===== config.mk =====
export PLATFORM = sky130hd
export DESIGN_NAME = modDivider
export DESIGN_NICKNAME = d
export VERILOG_FILES = /design/src/rtl/divPkg.sv /design/src/rtl/divRstSync.sv /design/src/rtl/divCtrl.sv /design/src/rtl/divCounter.sv /design/src/rtl/modDivider.sv
export SDC_FILE = /design/constraint.sdc
export NUM_CORES = 1
export LEC_CHECK = 0
export BUFFER_PORTS_ARGS = -buffer_cell sky130_fd_sc_hd__buf_2
export CAP_MARGIN = 10
export CORE_MARGIN = 2
export CORE_UTILIZATION = 40
export DETAILED_ROUTE_END_ITERATION = 10
export MAX_ROUTING_LAYER = met4
export PLACE_DENSITY = 0.75
export SETUP_SLACK_MARGIN = 0.3
export SYNTH_ARGS = -nofsm -noshare
export SYNTH_HDL_FRONTEND = slang
export SYNTH_SLANG_ARGS = --single-unit

===== constraint.sdc =====
create_clock -name clk -period 0.8 [get_ports clk]
set_input_delay 0.12 -clock clk [delete_from_list [all_inputs] [get_ports clk]]
set_output_delay 0.12 -clock clk [all_outputs]
set_load 0.01 [all_outputs]

===== src/rtl/divPkg.sv =====
package divPkg;
  // strobes from control to datapath, valid for one clock each
  typedef struct packed {
    logic countEn;   // a falling edge was seen on the event input
    logic wrapCnt;   // this edge completes the modulus: load zero
  } ctrlStrobes_t;
endpackage


===== src/rtl/divRstSync.sv =====
module divRstSync #(
  parameter int STAGES = 2
) (
  input  logic clk,
  input  logic rstAsync,
  output logic rstSys
);
  logic [STAGES-1:0] chain;

  always_ff @(posedge clk or posedge rstAsync) begin
    if (rstAsync) chain <= '1;
    else          chain <= {chain[STAGES-2:0], 1'b0};
  end

  assign rstSys = chain[STAGES-1];
endmodule


===== src/rtl/divCtrl.sv =====
module divCtrl
  import divPkg::*;
#(
  parameter int             CNT_W       = 12,
  parameter logic [CNT_W-1:0] MASK      = 12'hE10,
  parameter int             SYNC_STAGES = 2
) (
  input  logic             clk,
  input  logic             rstSys,
  input  logic             evtIn,
  input  logic [CNT_W-1:0] countQ,
  output ctrlStrobes_t     strobes,
  output logic             tickOut
);
  logic [SYNC_STAGES-1:0] syncChain;
  logic                   evtPrev;
  logic                   fallEdge;
  logic [CNT_W-1:0]       countNext;
  logic [CNT_W-1:0]       bitHit;
  logic                   hitTerm;
  logic                   tickQ;

  // input synchronizer and edge history
  always_ff @(posedge clk or posedge rstSys) begin
    if (rstSys) begin
      syncChain <= '0;
      evtPrev   <= 1'b0;
    end else begin
      syncChain <= {syncChain[SYNC_STAGES-2:0], evtIn};
      evtPrev   <= syncChain[SYNC_STAGES-1];
    end
  end

  assign fallEdge  = evtPrev & ~syncChain[SYNC_STAGES-1];
  assign countNext = countQ + 1'b1;

  // sparse decode: only mask bits take part, the others are don't-care
  for (genvar i = 0; i < CNT_W; i++) begin : g_dec
    if (MASK[i]) begin : g_use
      assign bitHit[i] = countNext[i];
    end else begin : g_skip
      assign bitHit[i] = 1'b1;
    end
  end
  assign hitTerm = &bitHit;

  always_comb begin
    strobes.countEn = fallEdge;
    strobes.wrapCnt = fallEdge & hitTerm;
  end

  always_ff @(posedge clk or posedge rstSys) begin
    if (rstSys) tickQ <= 1'b0;
    else        tickQ <= strobes.wrapCnt;
  end

  assign tickOut = tickQ;
endmodule


===== src/rtl/divCounter.sv =====
module divCounter
  import divPkg::*;
#(
  parameter int CNT_W = 12
) (
  input  logic             clk,
  input  logic             rstSys,
  input  ctrlStrobes_t     strobes,
  output logic [CNT_W-1:0] countQ
);
  always_ff @(posedge clk or posedge rstSys) begin
    if (rstSys)               countQ <= '0;
    else if (strobes.wrapCnt) countQ <= '0;
    else if (strobes.countEn) countQ <= countQ + 1'b1;
  end
endmodule


===== src/rtl/modDivider.sv =====
module modDivider
  import divPkg::*;
#(
  parameter int               CNT_W       = 12,
  parameter logic [CNT_W-1:0] MASK        = 12'hE10,
  parameter int               SYNC_STAGES = 2
) (
  input  logic             clk,
  input  logic             rstIn,
  input  logic             evtIn,
  output logic             tickOut,
  output logic [CNT_W-1:0] countOut
);
  logic         rstSys;
  ctrlStrobes_t strobes;
  logic [CNT_W-1:0] countQ;

  divRstSync #(.STAGES(2)) uRst (
    .clk(clk), .rstAsync(rstIn), .rstSys(rstSys)
  );

  divCtrl #(.CNT_W(CNT_W), .MASK(MASK), .SYNC_STAGES(SYNC_STAGES)) uCtrl (
    .clk(clk), .rstSys(rstSys), .evtIn(evtIn), .countQ(countQ),
    .strobes(strobes), .tickOut(tickOut)
  );

  divCounter #(.CNT_W(CNT_W)) uCnt (
    .clk(clk), .rstSys(rstSys), .strobes(strobes), .countQ(countQ)
  );

  assign countOut = countQ;
endmodule


==> run summary <==
TritonCTS built the clock tree. In the final routed layout, each cell accounts on average for 14.8 µm. Once the floorplan was initialized, standard cells occupied 41.1% of the core.

The async set-or-reset flop fraction in the synthesized netlist works out to 100%. Pin placement for this block handled 16 I/O pins. The number of H-tree branching levels is 1, and the number of maximum-capacitance constraint violations is 0.

The number of buffers on the longest clock path is 2, and the number of distinct standard cells referenced by the synthesized netlist is 29. The met3 track utilization from global routing came out at 4.09%. The post-route minimum period came out at 1.66 ns. The run gives 0.00262 mm² as the full die area. The setup check on the worst reg-to-reg path leaves a slack of -0.86 ns. The synthesized design devotes to its leading area cell type 44.9% of total area. At the worst endpoint, the arrival time is 1.86 ns. The number of antenna diodes in the final layout is 0. For the achievable frequency, the log shows 604 MHz.

Final hold slack: -0.0834 ns. For this block, the via count after detailed routing is 816. The count of buffers added on input and output ports is 15. The tree is rooted in a clkbuf_4. The total wire length is 2420 µm. After routing the design area is 0.00157 mm². Dividing total power by cell area gives a power density of 1970 mW/mm². The run gives 18 as the count of clock tree sinks. The HPWL after detailed placement is 1440 µm. The hold buffer count at CTS is 1.

The logs give -0.857 ns for the slack of the critical path and 0.00309 W for the overall power consumption. Dividing the synthesized area by the synthesized cell count gives 10.7 µm². The initialized floorplan defines 17 standard-cell rows.

Counting tap cells, the placed design contains a total of 144 instances. Summed over all instances, the cell type with the most area after synthesis is dfrtp_1. Setup-violating endpoint count in the final report: 26. Horizontal die dimension: 51.2 µm. In this run the critical register-to-register path is launched from uCnt.countQ[0].

For the met1 demand-to-capacity share in global routing, the log shows 23.7%. Setup repair after global routing could not meet its margin everywhere. Required time of the worst setup path: 1.00 ns. By startpoint and endpoint, the worst setup path is classified as reg -> reg. Across the VDD grid, the largest voltage drop is 0.00135 V.

The first detailed-routing pass ran for 4 iterations. The pin count of the biggest net entering global routing is 13, and the global routing usage summed across all routing layers is 21.7%. In the final design database the tool counted 140 nets. Summed over all layers, the global routing overflow is 0. The tools report the final count of hold timing violations as 1. met2 is the most crowded layer. The biggest fanout along the worst timing path came out at 6. The number of clock buffers inserted by TritonCTS was 3. The run finished, with violations left.

The synthesized netlist cell count is 83. The register bit count reported by yosys is 18, and the first-pass GRT wire length is 3940 µm. The core region is 0.00217 mm². The min-delay analysis places its worst path in the category in -> reg. The critical path launch point is uCnt.countQ[0]. The final reports fail on negative hold slack, negative setup slack. The leading register cell type out of synthesis was dfrtp_1.

In the finished design, the share of the clock period the worst path needs comes to 207%. After detailed routing, the number of remaining DRC violations is 0. The leading cell type in the layout, fill and taps excluded is buf_6. The number of synthesized flops with an enable pin is 0, and the accumulated negative setup slack is -15.09 ns.

The synthesized cell area came out at 892 µm². The post-synthesis to final-layout area growth is 75.9%. In the final layout, the share of cells above drive strength 1 is 68.9%. Summing all placed instances gives a cell area of 0.00120 mm². The initial antenna violation count came out at 0. The library cells used most frequently in the layout, excluding fill and tap cells, are 24 x buf_6, 20 x buf_4, 11 x dfrtp_2. At the end of routability-driven placement, the weighted congestion stood at 0.893. Synthesis produced a netlist with a net count of 87. The worst setup path is captured at a register. The logs give 0 for the number of warnings printed during yosys synthesis and -0.782 ns for the minimum setup slack after placement. The overall die height was 51.2 µm. Global routing used 38.3% of the available met2 tracks.

Sequential cells were found to cover 50.8% of the synthesized design area. The post-layout instance count excluding filler cells was 163; the clock-pin slew on the worst setup and hold paths was 0.11 ns. The tools report the number of global-route vias before repair as 854.

The beginning of the worst hold path is evtIn. For this block, the initial DRC count from the detailed router was 8. Dividing the detail-routed via count by the number of cells gives 5.01.

The post-route antenna net violation count was 0; the max-slew violation total from the final report was 0. The final setup skew came out at 0.00533 ns. The leakage power of the design is 0.678 nW.

The worst setup path is launched from a register. For the worst-skew pair, the clock arrives at the later sink with an insertion delay of 0.30 ns. After synthesis, the cell types taking the most area are dfrtp_1 45%, xnor2_1 8.8%, dfstp_2 5.9%.
==> per-stage QoR <==
| step | util [%] | hold WS (ns) |
|---|---|---|
| 2_1_floorplan | - | 0.0315 |
| 3_3_place_gp | 55.4 | 0.136 |
| 3_5_place_dp | 55.4 | 0.151 |
| 4_1_cts | 67.4 | -0.0843 |
| 5_1_grt | 72.3 | -0.0874 |
| 6_report | 72.3 | -0.0834 |
==> path summary, 6_finish.rpt <==
kind                                       to  cells after the start
max                            uCnt.countQ[5]                      7
min                        uCtrl.syncChain[0]                      1
max reg2reg                    uCnt.countQ[5]                      7
min reg2reg                    uCnt.countQ[8]                      2
max in group asynchronous       uRst.chain[1]                      3
min in group asynchronous      uCnt.countQ[8]                      2
==> state kept, by name (all words and copies together) (netlist names) <==
signal / cells
uCnt.countQ: 12
uCtrl.syncChain: 2
uRst.chain: 2
uCtrl.tickOut: 1
uCtrl.evtPrev: 1
==> timing repair <==
item                                    CTS  global route
endpoints found under the hold margin     3             1
gates resized for setup                  25            17
buffers inserted                          8             6
endpoints found under the setup margin   42            29
pin swaps                                 7             8
gates cloned                              0             0
==> cell type report <==
| type | instances | area, µm² |
|---|---|---|
| Tap cell | 28 | 35.0 |
| Timing Repair Buffer | 50 | 470 |
| Multi-Input combinational cell | 60 | 546 |
| Clock buffer | 4 | 36.3 |
| Fill cell | 157 | 601 |
| Sequential cell | 18 | 467 |
| Inverter | 3 | 15.0 |
==> worst max-delay path, cell delays in order (launching register included) <==
cell and delay [ns]:
dfrtp_2 0.45, ha_4 0.17, nand3_4 0.11, nor3_4 0.23, xnor2_4 0.16, nor3_4 0.24
buf_6 0.16, nor2_2 0.04
==> report_power, final <==
part	switching (W)	internal, W	total (W)
combinational	0.000529	0.000733	0.00126
sequential	0.000192	0.00105	0.00124
clock	0.000306	0.000278	0.000584
==> synth_stat cells (2+ instances only) <==
cell type,instances
nor3_1,5
dfrtp_1,16
o21ai_2,2
nor2_1,11
nand2_1,8
and3_1,2
nand3_1,2
o31ai_1,3
inv_1,3
nand2b_1,2
xnor2_1,9
dfstp_2,2
xor2_1,2
==> per-layer routing <==
| layer | up-vias | routed length (µm) |
|---|---|---|
| met4 | 0 | 38 |
| met1 | 404 | 1030 |
| met2 | 19 | 1280 |
| li1 | 388 | - |
| met3 | 5 | 72 |
| met5 | - | 0 |
==> cells by family (layout without fill, tap and decap cells) <==
family	count (synthesis)	after routing	share of synthesized area, %
and+or+nand+nor	40	40	27.1
DFF	18	18	50.8
adders and majority gates	1	1	1.40
other	1	1	0.420
xor gates and xnor gates	11	11	10.8
buffers and inverters	5	57	2.52
AOI/OAI and AO/OA	7	7	7.01
No activity file was read; power rests on OpenSTA's default activity.
